`config.mk`:
```
export PLATFORM = sky130hd
export DESIGN_NAME = exc_entry_seq
export DESIGN_NICKNAME = d
export VERILOG_FILES = /design/src/rtl/exc_entry_pkg.sv /design/src/rtl/exc_arbiter.sv /design/src/rtl/exc_vector_sel.sv /design/src/rtl/exc_save_regs.sv /design/src/rtl/exc_entry_seq.sv
export SDC_FILE = /design/constraint.sdc
export NUM_CORES = 1
export LEC_CHECK = 0
export ABC_AREA = 1
export BUFFER_PORTS_ARGS = -buffer_cell sky130_fd_sc_hd__buf_2
export CELL_PAD_IN_SITES_DETAIL_PLACEMENT = 0
export CELL_PAD_IN_SITES_GLOBAL_PLACEMENT = 2
export CORE_MARGIN = 2
export CORE_UTILIZATION = 26
export DETAILED_ROUTE_END_ITERATION = 10
export GPL_ROUTABILITY_DRIVEN = 0
export PLACE_DENSITY = 0.94
export SLEW_MARGIN = 30
export SYNTH_ARGS = -nofsm -noshare
export SYNTH_HDL_FRONTEND = slang
export SYNTH_SLANG_ARGS = --single-unit
```
`constraint.sdc`:
```
create_clock -name clk -period 2.9 [get_ports clk]
set_input_delay 0.58 -clock clk [delete_from_list [all_inputs] [get_ports clk]]
set_output_delay 0.58 -clock clk [all_outputs]
set_load 0.005 [all_outputs]
```
`src/rtl/exc_entry_pkg.sv`:
```
package exc_entry_pkg;

  localparam int XLEN    = 32;
  localparam int CODE_W  = 12;

  // status word fields the entry logic reads or writes
  localparam int SR_MD_BIT = 30;
  localparam int SR_RB_BIT = 29;
  localparam int SR_BL_BIT = 28;
  localparam int SR_FD_BIT = 15;
  localparam int SR_IM_LSB = 4;
  localparam int SR_IM_W   = 4;

  typedef logic [XLEN-1:0]   word_t;
  typedef logic [CODE_W-1:0] code_t;

  typedef enum logic [1:0] {
    VK_GENERAL = 2'd0,
    VK_TLBMISS = 2'd1,
    VK_IRQ     = 2'd2,
    VK_RESET   = 2'd3
  } vec_kind_e;

  localparam code_t CODE_POWERON = 12'h000;
  localparam code_t CODE_MANUAL  = 12'h020;
  localparam code_t CODE_MULTHIT = 12'h140;
  localparam code_t CODE_TLBRD   = 12'h040;
  localparam code_t CODE_TLBWR   = 12'h060;
  localparam code_t CODE_TRAP    = 12'h160;
  localparam code_t CODE_BLOK    = 12'h1E0;

  function automatic logic is_reset_class(input code_t c);
    return (c == CODE_POWERON) || (c == CODE_MANUAL) || (c == CODE_MULTHIT);
  endfunction

  function automatic logic is_tlb_miss(input code_t c);
    return (c == CODE_TLBRD) || (c == CODE_TLBWR);
  endfunction

  // saved PC: rewind for delay slot, advance past a trap
  function automatic word_t saved_pc(input word_t pc, input logic slot,
                                     input logic trap);
    word_t v;
    v = pc;
    if (slot) v = v - word_t'(2);
    if (trap) v = v + word_t'(2);
    return v;
  endfunction

  function automatic word_t entry_sr(input word_t sr, input logic rst_class);
    word_t v;
    v = sr;
    v[SR_MD_BIT] = 1'b1;
    v[SR_RB_BIT] = 1'b1;
    v[SR_BL_BIT] = 1'b1;
    if (rst_class) begin
      v[SR_FD_BIT] = 1'b0;
      v[SR_IM_LSB +: SR_IM_W] = '1;
    end
    return v;
  endfunction

endpackage

```
`src/rtl/exc_arbiter.sv`:
```
module exc_arbiter
  import exc_entry_pkg::*;
(
  input  logic  exc_pending,
  input  code_t exc_code,
  input  logic  irq_pending,
  input  logic  irq_vec_valid,
  input  logic  blocked,
  input  logic  cpu_sleeping,
  input  logic  in_delay_slot,
  output logic  take_exc,
  output logic  take_irq,
  output logic  block_exc
);

  logic irq_eligible;
  logic irq_unmasked;

  always_comb begin
    // exceptions first; interrupts wait out a delay slot
    irq_eligible = irq_pending && !exc_pending && !in_delay_slot;
    irq_unmasked = !blocked || cpu_sleeping;
    block_exc    = exc_pending && blocked && (exc_code != CODE_BLOK);
    take_exc     = exc_pending && !block_exc;
    take_irq     = irq_eligible && irq_unmasked && irq_vec_valid;
  end

endmodule

```
`src/rtl/exc_vector_sel.sv`:
```
module exc_vector_sel
  import exc_entry_pkg::*;
#(
  parameter word_t GEN_OFS  = 32'h0000_0100,
  parameter word_t TLB_OFS  = 32'h0000_0400,
  parameter word_t IRQ_OFS  = 32'h0000_0600,
  parameter word_t RESET_PC = 32'hA000_0000
) (
  input  logic      take_irq,
  input  code_t     exc_code,
  input  word_t     vbr,
  output vec_kind_e kind,
  output word_t     entry_pc
);

  always_comb begin
    if (take_irq)                     kind = VK_IRQ;
    else if (is_reset_class(exc_code)) kind = VK_RESET;
    else if (is_tlb_miss(exc_code))    kind = VK_TLBMISS;
    else                               kind = VK_GENERAL;

    unique case (kind)
      VK_RESET:   entry_pc = RESET_PC;
      VK_TLBMISS: entry_pc = vbr + TLB_OFS;
      VK_IRQ:     entry_pc = vbr + IRQ_OFS;
      default:    entry_pc = vbr + GEN_OFS;
    endcase
  end

endmodule

```
`src/rtl/exc_save_regs.sv`:
```
module exc_save_regs
  import exc_entry_pkg::*;
(
  input  logic  clk,
  input  logic  rst_n,
  input  logic  take_exc,
  input  logic  take_irq,
  input  logic  block_exc,
  input  logic  in_delay_slot,
  input  word_t next_spc,
  input  word_t next_sr,
  input  word_t next_pc,
  input  word_t sr_in,
  input  word_t cur_r15,
  input  code_t exc_code,
  input  code_t irq_vec,
  output logic  take_event,
  output logic  reset_req,
  output logic  dslot_clear,
  output word_t new_pc,
  output word_t new_sr,
  output word_t ssr,
  output word_t spc,
  output word_t sgr,
  output code_t expevt,
  output code_t intevt
);

  logic take;
  assign take = take_exc || take_irq;

  always_ff @(posedge clk) begin
    if (!rst_n) begin
      take_event  <= 1'b0;
      reset_req   <= 1'b0;
      dslot_clear <= 1'b0;
      new_pc      <= '0;
      new_sr      <= '0;
      ssr         <= '0;
      spc         <= '0;
      sgr         <= '0;
      expevt      <= '0;
      intevt      <= '0;
    end else begin
      take_event  <= take;
      reset_req   <= block_exc;
      dslot_clear <= take && in_delay_slot;
      if (take) begin
        new_pc <= next_pc;
        new_sr <= next_sr;
        ssr    <= sr_in;
        spc    <= next_spc;
        sgr    <= cur_r15;
      end
      if (take_exc) expevt <= exc_code;
      if (take_irq) intevt <= irq_vec;
    end
  end

endmodule

```
`src/rtl/exc_entry_seq.sv`:
```
module exc_entry_seq
  import exc_entry_pkg::*;
#(
  parameter int    XW       = XLEN,
  parameter int    CW       = CODE_W,
  parameter word_t GEN_OFS  = 32'h0000_0100,
  parameter word_t TLB_OFS  = 32'h0000_0400,
  parameter word_t IRQ_OFS  = 32'h0000_0600,
  parameter word_t RESET_PC = 32'hA000_0000
) (
  input  logic          clk,
  input  logic          rst_n,
  input  logic          exc_pending,
  input  logic [CW-1:0] exc_code,
  input  logic          irq_pending,
  input  logic          irq_vec_valid,
  input  logic [CW-1:0] irq_vec,
  output logic [3:0]    irq_level,
  input  logic          cpu_sleeping,
  input  logic          in_delay_slot,
  input  logic [XW-1:0] cur_pc,
  input  logic [XW-1:0] cur_r15,
  input  logic [XW-1:0] vbr,
  input  logic [XW-1:0] sr_in,
  output logic          take_event,
  output logic          reset_req,
  output logic          dslot_clear,
  output logic [XW-1:0] new_pc,
  output logic [XW-1:0] new_sr,
  output logic [XW-1:0] ssr,
  output logic [XW-1:0] spc,
  output logic [XW-1:0] sgr,
  output logic [CW-1:0] expevt,
  output logic [CW-1:0] intevt
);

  // internal events brought out for the checker
  logic      take_exc_w;
  logic      take_irq_w;
  logic      block_exc_w;
  logic      blocked_w;
  logic      trap_w;
  vec_kind_e kind_w;
  word_t     entry_pc_w;
  word_t     next_sr_w;
  word_t     next_spc_w;

  assign blocked_w = sr_in[SR_BL_BIT];
  assign irq_level = sr_in[SR_IM_LSB +: SR_IM_W];
  assign trap_w    = take_exc_w && (exc_code == CODE_TRAP);

  exc_arbiter u_arb (
    .exc_pending   (exc_pending),
    .exc_code      (exc_code),
    .irq_pending   (irq_pending),
    .irq_vec_valid (irq_vec_valid),
    .blocked       (blocked_w),
    .cpu_sleeping  (cpu_sleeping),
    .in_delay_slot (in_delay_slot),
    .take_exc      (take_exc_w),
    .take_irq      (take_irq_w),
    .block_exc     (block_exc_w)
  );

  exc_vector_sel #(
    .GEN_OFS (GEN_OFS),
    .TLB_OFS (TLB_OFS),
    .IRQ_OFS (IRQ_OFS),
    .RESET_PC(RESET_PC)
  ) u_vec (
    .take_irq (take_irq_w),
    .exc_code (exc_code),
    .vbr      (vbr),
    .kind     (kind_w),
    .entry_pc (entry_pc_w)
  );

  assign next_sr_w  = entry_sr(sr_in, kind_w == VK_RESET);
  assign next_spc_w = saved_pc(cur_pc, in_delay_slot, trap_w);

  exc_save_regs u_regs (
    .clk          (clk),
    .rst_n        (rst_n),
    .take_exc     (take_exc_w),
    .take_irq     (take_irq_w),
    .block_exc    (block_exc_w),
    .in_delay_slot(in_delay_slot),
    .next_spc     (next_spc_w),
    .next_sr      (next_sr_w),
    .next_pc      (entry_pc_w),
    .sr_in        (sr_in),
    .cur_r15      (cur_r15),
    .exc_code     (exc_code),
    .irq_vec      (irq_vec),
    .take_event   (take_event),
    .reset_req    (reset_req),
    .dslot_clear  (dslot_clear),
    .new_pc       (new_pc),
    .new_sr       (new_sr),
    .ssr          (ssr),
    .spc          (spc),
    .sgr          (sgr),
    .expevt       (expevt),
    .intevt       (intevt)
  );

endmodule

```
=== Word level (Yosys, flattened, before mapping) ===
Cells that the tools add are included.

* Add/subtract/negate cells: 5
* Equality and inequality tests: 9
* Multiplexer cells: 8
* Reduce and logical (&&, ||, !) cells: 19

{| class="wikitable"
|+ Operators with widths
! operator !! count
|-
| 32-bit case mux with 3 select lines || 1
|-
| 32-bit by 11-bit adder with 32-bit output (second input constant) || 2
|-
| 32-bit two-way mux || 2
|-
| 32-bit by 2-bit adder with 32-bit output (second input constant) || 1
|-
| 32-bit by 9-bit adder with 32-bit output (second input constant) || 1
|-
| 32-bit by 2-bit subtractor with 32-bit output (second input constant) || 1
|-
| 12-bit by 7-bit equality test with 1-bit output (second input constant) || 2
|-
| 12-bit by 9-bit equality test with 1-bit output (second input constant) || 2
|-
| 12-bit by 6-bit equality test with 1-bit output (second input constant) || 1
|-
| 12-bit logical NOT || 1
|-
| 12-bit by 9-bit inequality test with 1-bit output (second input constant) || 1
|-
| 1-bit logical AND || 9
|-
| 1-bit logical OR || 5
|-
| 2-bit equality test (second input constant) || 2
|-
| 1-bit logical NOT || 4
|-
| 2-bit two-way mux || 2
|-
| 4-bit two-way mux || 1
|-
| 2-bit by 1-bit equality test with 1-bit output (second input constant) || 1
|-
| 1-bit two-way mux || 2
|}

* Register bits: 187
* Bits of input ports: 159

=== Longest topological paths before layout ===
Gate-level depths: netlist of run 1.

* Depth in word-level cells: 8
* Gate-level depth with buffers: 19
* Gate-level depth less buffers: 19

=== By module ===
Synthesis of run 1 repeated with hierarchy kept, for this count alone.

* Cell total of the unflattened synthesis: 2011
* Area, all modules: 11883.9 sq um

{| class="wikitable"
|+ By module, submodules not included
! module !! times used !! cells an instance !! area an instance (sq um)
|-
| exc_save_regs || 1 || 1127 || 7362.1
|-
| exc_entry_seq || 1 || 450 || 2322.2
|-
| exc_vector_sel || 1 || 408 || 2085.8
|-
| exc_arbiter || 1 || 26 || 113.9
|}

=== Worst setup path after synthesis of run 1 ===
OpenSTA, ideal clock, no wires.

* Kind: input port to flip-flop
* From: input cur_pc[1]
* To: register u_regs.spc[21]
* Data arrival time: 2.214 ns
* Required time: 2.791 ns
* Setup slack: 0.577 ns
* Stages: 13
* Path buffers: 0
* Cells stage by stage: inv_1 -> ha_1 -> o21ai_1 -> ha_1 -> nand2_1 -> nor3_2 -> nand3_2 -> nor2_2 -> nand2_1 -> a21oi_1 -> o21ai_1 -> nand2_1 -> inv_1

* Longest elaborated chain between the ends: 4

{| class="wikitable"
|+ RTL lines
! item !! RTL line !! text
|-
| start, declared || exc_entry_seq.sv:21 || <nowiki>input logic [XW-1:0] cur_pc,</nowiki>
|-
| 32-bit by 2-bit subtractor with 32-bit output || exc_entry_pkg.sv:45 || <nowiki>if (slot) v = v - word_t'(2);</nowiki>
|-
| 32-bit two-way mux * || exc_entry_pkg.sv:45 ||
|-
| 32-bit by 2-bit adder with 32-bit output || exc_entry_pkg.sv:46 || <nowiki>if (trap) v = v + word_t'(2);</nowiki>
|-
| 32-bit two-way mux * || exc_entry_pkg.sv:46 ||
|-
| end signal, assigned || exc_save_regs.sv:52 || <nowiki>spc <= next_spc;</nowiki>
|-
| end, declared || exc_save_regs.sv:23 || <nowiki>output word_t spc,</nowiki>
|}

Every way passes the cells marked *; elsewhere a longest branch is shown, timed or not.
A chain may end at the register's enable or synchronous reset.

=== Worst setup path after layout of run 1 ===
* From: input exc_code[0]
* To: register u_regs.spc[24]

* Longest elaborated chain between the ends: 6
* Elaborated cells on any way between the ends: 8
* Classes of those cells: eq/ne (2); mux (1); reduce/logical (5)

{| class="wikitable"
|+ RTL lines
! item !! RTL line !! text
|-
| start, declared || exc_entry_seq.sv:14 || <nowiki>input logic [CW-1:0] exc_code,</nowiki>
|-
| 12-bit by 9-bit inequality test with 1-bit output || exc_arbiter.sv:23 || <nowiki>block_exc = exc_pending && blocked && (exc_code != CODE_BLOK);</nowiki>
|-
| 1-bit logical AND || exc_arbiter.sv:23 ||
|-
| 1-bit logical NOT || exc_arbiter.sv:24 || <nowiki>take_exc = exc_pending && !block_exc;</nowiki>
|-
| 1-bit logical AND || exc_arbiter.sv:24 ||
|-
| 1-bit logical AND || exc_entry_seq.sv:50 || <nowiki>assign trap_w = take_exc_w && (exc_code == CODE_TRAP);</nowiki>
|-
| 32-bit two-way mux || exc_entry_pkg.sv:46 ||
|}

Several ways; a longest one is shown, not always the timed one.

==> run_results.csv, run 1 <==
group,metric,value,unit
synthesis,synth.distinct_cells,41,
finish,fin_cells,2122,
drt,first_pass_iters,5,
finish,fill_cells,3816,
timing,period_share,88.5,%
floorplanning,die_h,191,microns
global_route,grt_max_degree,81,
pwr,power.density,498,nW/um^2
flow_run,drv_cap,0,
setup_path,worst-r2r-setup-slack,2160,ps
clock_network,clockBufferDepth,2,
timing,setup_viol_count_final,0,
clock_network,cts_resized,0,
global_route,overflow,0,
timing,hold_viol_final,0,
clock_network,cts_sinks,161,
synthesis,ys.flop_type,"dfxtp_1",
timing,worst_slack,334,ps
timing,max_freq,390,MHz
min_path,worstHoldPathType,"input port to flip-flop",
timing,slew_violations,0,
pwr,p_leak,5.99,nW
drt,drt_iter0_drc,395,
setup_path,r2r_cells,2,
clock_network,clk_pin_slew,80,ps
setup_path,slowest_delay,410,ps
setup_path,path_cells,"buf_2 -> inv_1 -> nand2_1 -> nor2_1 -> nand2_1 -> nor2_1 -> nand3_1 -> nand3b_1 -> nor2_4 -> nand2_2 -> o21ai_1 -> nand3_1 -> nand2_1 -> inv_1",
setup_path,reg2reg_to,"u_regs.spc[9]",
drt,vias,9820,
synthesis,syn-instance-count,1336,
timing,slew_headroom,59.3,%
global_route,grt_antenna_before_repair,0,
finish,final_area,11900,sq um
pwr,fin_total_pwr,0.00592,W
placed_design,post-dp-hpwl,28900,microns
floorplanning,rows,68,
synthesis,async_reset_ff_share,0,%
setup_path,startpoint_type,"input port",
finish,nets,1820,
clock_network,cts_root_buf,"clkbuf_16",
synthesis,synth_edf_count,0,
floorplanning,die-area,36500,sq um
setup_path,cpLargestDelayFamily,"simple AND/OR/NAND/NOR gates",
synthesis,ys_seq_area_share,35.5,%
timing,worst_pin_slew,608,ps
setup_path,r2r_start,"u_regs.spc[9]",
finish,drive_above_1_share,28.1,%
setup_path,critPathKind,"input port to flip-flop",
placed_design,dp_cells,2090,
placed_design,dpl_worst_slack,-87.2,ps
placed_design,placed_cell_area,11200,sq um
setup_path,cp_common_cell,"nand2_1",
clock_network,clock_latency,450,ps
setup_path,critPathBufInv,3,
synthesis,yosys.area.top_type,"dfxtp_1",
run_status,status,"finished, final reports clean",
floorplanning,core_area,34500,sq um
pwr,ir_drop,0.468,mV
min_path,min_to,"u_regs.ssr[9]",
floorplanning,die_w,191,microns
synthesis,synth_area,9090,sq um
setup_path,slowest_stage,"nand3_1",
timing,grt_setup_unrepaired,"no",
global_route,grt_pass1_wl,52900,microns
clock_network,hold_buffers,0,
setup_path,critPathRequiredTime,3250,ps
finish,area_delta_synth_final,30.7,%
finish,n_antenna_cell,0,
timing,fin_tns_setup,0,ps
min_path,hold_depth,2,
clock_network,cts_tree,"done",
clock_network,numCtsBuffers,17,
floorplanning,initial_core_util,26.4,%
global_route,grt_pass1_vias,9280,
timing,fin_crit,2570,ps
setup_path,endpoint_kind,"flip-flop",
floorplanning,io_pins,350,
drt,wl_per_cell,16.9,microns
synthesis,ys_seq_elements,161,
synthesis,netlist.area_leader.share,35.5,%
setup_path,cp_data_arrival_time,2920,ps
drt,drc,0,
synthesis,synth_nets,1502,
synthesis,ys_top_cells_by_area,"dfxtp_1 35%, nand2_1 13%, a22o_1 6.5%",
drt,via_per_inst,4.63,
drt,routed_wl,35900,microns
clock_network,cts_setup_buffers,0,
clock_network,cts_max_level,4,
synthesis,ys_warn_count,0,
placed_design,io_buffer_count,349,
setup_path,worstPathMaxFanout,8,
timing,skew,0,ps
synthesis,synth_area_per_cell,6.80,sq um
min_path,hp-start,"sr_in[9]",
global_route,grt_use_total,19.2,%
drt,detail-route-antenna-nets,0,
cell families after synthesis:
logic type	count (synthesis)	synth area share [%]
flip-flops	161	35.5
XOR/XNOR	49	4.72
AO/OA/AOI/OAI	267	18.0
buffers and inverters	226	10.8
adder cells (fa/ha/maj)	7	0.964
AND/OR/NAND/NOR	626	30.0
how the worst max path moves through the flow:
stage,to,start,slack [ps],depth (start not counted)
global placement,u_regs.spc[24],exc_code[1],-90,14
detailed placement,u_regs.spc[24],exc_code[0],-90,14
global route,u_regs.spc[22],cur_pc[1],170,16
floorplan,u_regs.spc[21],cur_pc[1],580,13
finish,u_regs.spc[24],exc_code[0],330,14
CTS,u_regs.spc[24],exc_code[0],410,14
final cells by class:
type	count	area, sq um	area share [%]
Multi-Input combinational cell	949	4890	41.2
Sequential cell	161	3220	27.1
Timing Repair Buffer	379	2010	16.9
Tap cell	455	569	4.79
Inverter	146	548	4.61
Clock buffer	17	425	3.58
Clock inverter	15	218	1.83
registers in the layout, indices dropped and copies added, names as in the netlist:
register,count
u_regs.new_pc,32
u_regs.sgr,32
u_regs.spc,32
u_regs.ssr,32
u_regs.expevt,12
u_regs.intevt,12
u_regs.new_sr,6
u_regs.dslot_clear,1
u_regs.reset_req,1
u_regs.take_event,1
cell usage after synthesis (15+ instances only):
library cell,number
nand3_1,67
a21oi_1,70
clkbuf_1,37
a22o_1,67
nor3_1,17
nor2_1,145
buf_4,30
inv_1,134
nand2_2,16
o21ai_0,96
dfxtp_1,161
nor2_2,15
nand2_1,321
nand4_1,22
xor2_1,41
stage by stage:
stage / hold slack, ps / util, %
after floorplan: 442 / -
after global placement: 438 / 32.6
after detailed placement: 441 / 32.6
after CTS: 301 / 34.5
after global routing: 309 / 34.5
final: 334 / 34.5
layer usage:
metal  track usage, %  routed length [microns]  up-vias
met5                0                        0        -
met4             6.17                      822        0
met3             5.40                     2620       31
met2             34.0                    17400      302
met1             22.3                    15000     4482
li1                 -                        -     5005
report_power, final:
part	switching (W)	internal (W)	total, W
clock	0.00108	0.00140	0.00248
combinational	0.000584	0.000394	0.000978
sequential	0.0000912	0.00237	0.00246
cells in the final DEF (no fill, tap or decap), types with 14 or more instances in the layout:
master     instances
dfxtp_1          161
a22o_1            67
clkbuf_16         17
nand3_1           67
a21oi_1           70
nand2_1          321
nand2_2           16
buf_2            349
xor2_1            41
o21ai_0           96
buf_4             27
nor2_2            14
nor2_1           145
nor3_1            17
nand4_1           22
inv_1            134
No activity file was read; power rests on OpenSTA's default activity.
==> run 2, diff against run 1 <==
--- a/config.mk
+++ b/config.mk
@@ -13,6 +13,7 @@
 export CORE_UTILIZATION = 26
 export DETAILED_ROUTE_END_ITERATION = 10
 export GPL_ROUTABILITY_DRIVEN = 0
+export GPL_TIMING_DRIVEN = 0
 export PLACE_DENSITY = 0.94
 export SLEW_MARGIN = 30
 export SYNTH_ARGS = -nofsm -noshare
==> run_results.csv, run 2 (synthesis results as in run 1) <==
group,metric,value,unit
global_route,overflow,0,
setup_path,startpoint_type,"input port",
clock_network,cts_max_level,4,
drt,wl_met3,2710,microns
finish,nets,1863,
drt,top_layer,"met4",
clock_network,clockBufferDepth,2,
global_route,grt_pass1_vias,9580,
placed_design,post-dp-hpwl,31300,microns
floorplanning,initial_core_util,26.4,%
timing,max_freq,387,MHz
pwr,fin_total_pwr,0.00587,W
timing,setup_viol_count_final,0,
global_route,grt_max_degree,17,
timing,timing.hold.ws,360,ps
setup_path,worst-r2r-setup-slack,2130,ps
timing,fin_crit,2590,ps
global_route,grt_antenna_before_repair,3,
finish,mostFrequentLayoutCell,"buf_2",
setup_path,critPathKind,"input port to flip-flop",
setup_path,r2r_start,"u_regs.new_pc[9]",
timing,slew_headroom,43.6,%
min_path,worstHoldPathType,"input port to flip-flop",
setup_path,cp_data_arrival_time,2900,ps
floorplanning,rows,68,
global_route,grt_pass1_wl,55800,microns
setup_path,r2r_cells,2,
floorplanning,io_pins,350,
drt,met2_length,18400,microns
setup_path,worstPathMaxFanout,10,
timing,period_share,89.2,%
run_status,status,"finished, final reports clean",
clock_network,clock_latency,430,ps
min_path,hold_depth,2,
drt,met1Wirelength,15800,microns
pwr,p_leak,6.06,nW
clock_network,cts_root_buf,"clkbuf_16",
drt,routed_wl,37900,microns
setup_path,critPathRequiredTime,3210,ps
pwr,power.density,488,nW/um^2
clock_network,hold_buffers,0,
placed_design,io_buffer_count,342,
pwr,ir_drop,0.381,mV
floorplanning,core_area,34500,sq um
global_route,grt_use_total,20.4,%
floorplanning,die-area,36500,sq um
min_path,hp-start,"sr_in[14]",
min_path,min_to,"u_regs.ssr[14]",
drt,vias,10000,
flow_run,drv_cap,0,
finish,final_cell_mix,"351 x buf_2, 320 x nand2_1, 161 x dfxtp_1, 144 x nor2_1, 134 x inv_1",
clock_network,cts_tree,"done",
floorplanning,die_w,191,microns
timing,skew,0,ps
finish,area_delta_synth_final,32.3,%
floorplanning,die_h,191,microns
timing,worst_slack,313,ps
drt,via_per_inst,4.63,
drt,drc,0,
clock_network,clk_pin_slew,70,ps
clock_network,cts_sinks,161,
setup_path,reg2reg_to,"u_regs.new_pc[9]",
drt,detail-route-antenna-nets,0,
drt,drt_iter0_drc,425,
drt,first_pass_iters,5,
setup_path,endpoint_kind,"flip-flop",
clock_network,numCtsBuffers,17,
timing,grt_setup_unrepaired,"no",
timing,slew_violations,0,
clock_network,cts_setup_buffers,0,
timing,worst_pin_slew,847,ps
timing,hold_viol_final,0,
timing,fin_tns_setup,0,ps
drt,wl_per_cell,17.5,microns
finish,drive_above_1_share,28.2,%
placed_design,dpl_worst_slack,-638,ps
run 2: changes by cell type in the layout (fill, tap and decap cells not counted), moves of 2 or more:
cell,change
clkbuf_1,+32
buf_4,+3
clkbuf_2,+4
nor2_2,+2
buf_12,-3
clkbuf_8,+4
buf_2,+2
clkinv_8,-2
inv_8,-2
buf_1,+3
run 2: worst max path at each step:
stage,start,to,slack (ps),cells past startpoint
final,exc_code[0],u_regs.new_pc[11],310,12
after global routing,exc_code[0],u_regs.new_pc[11],10,12
after CTS,exc_code[0],u_regs.spc[1],10,15
after detailed placement,exc_code[0],u_regs.new_pc[11],-640,13
after global placement,exc_code[0],u_regs.new_pc[11],-580,13
after floorplan,cur_pc[1],u_regs.spc[21],580,13
run 2: per-stage QoR:
stage | util (%) | std cells | instance area [sq um]
after detailed placement | 33.0 | 2133 | 11400
after global placement | 33.0 | 2133 | 11400
after CTS | 34.8 | 2165 | 12000
after floorplan | - | 1336 | 9090
after global routing | 34.9 | 2166 | 12000
final | 34.9 | 2166 | 12000
run 2: cell type report:
| class | instances | area (sq um) |
|---|---|---|
| antenna | 1 | 2.50 |
| buffer | 80 | 440 |
| clock buffer | 21 | 480 |
| clock inverter | 11 | 138 |
| fill | 3789 | 22400 |
| inverter | 146 | 548 |
| multi-input combinational | 949 | 4910 |
| sequential | 161 | 3220 |
| tap | 455 | 569 |
| timing repair buffer | 342 | 1710 |
run 2: metal layers:
metal / track usage (%) / up-vias
met5: 0 / -
met4: 7.10 / 0
met3: 5.07 / 45
met2: 36.2 / 318
met1: 23.7 / 4582
li1: - / 5085
run 2: power by group:
group          switching [W]  leakage (nW)  internal, W
Clock                0.00100         0.307      0.00138
Sequential         0.0000960          1.33      0.00237
Combinational       0.000607          4.43     0.000415
run 2: repair_timing:
action / CTS / global route
cloned: 0 / 0
endpoints found under the setup margin: 2 / 61
gates resized for setup: 1 / 12
run 2: worst max-delay path, cell delays in order:
cell,delay (ps)
buf_2,90
inv_1,60
nand2_1,100
nor2_2,200
nand4_1,180
o21ai_0,390
inv_1,160
nand3_1,290
buf_2,320
o22ai_1,100
o21ai_0,320
nand2_1,80
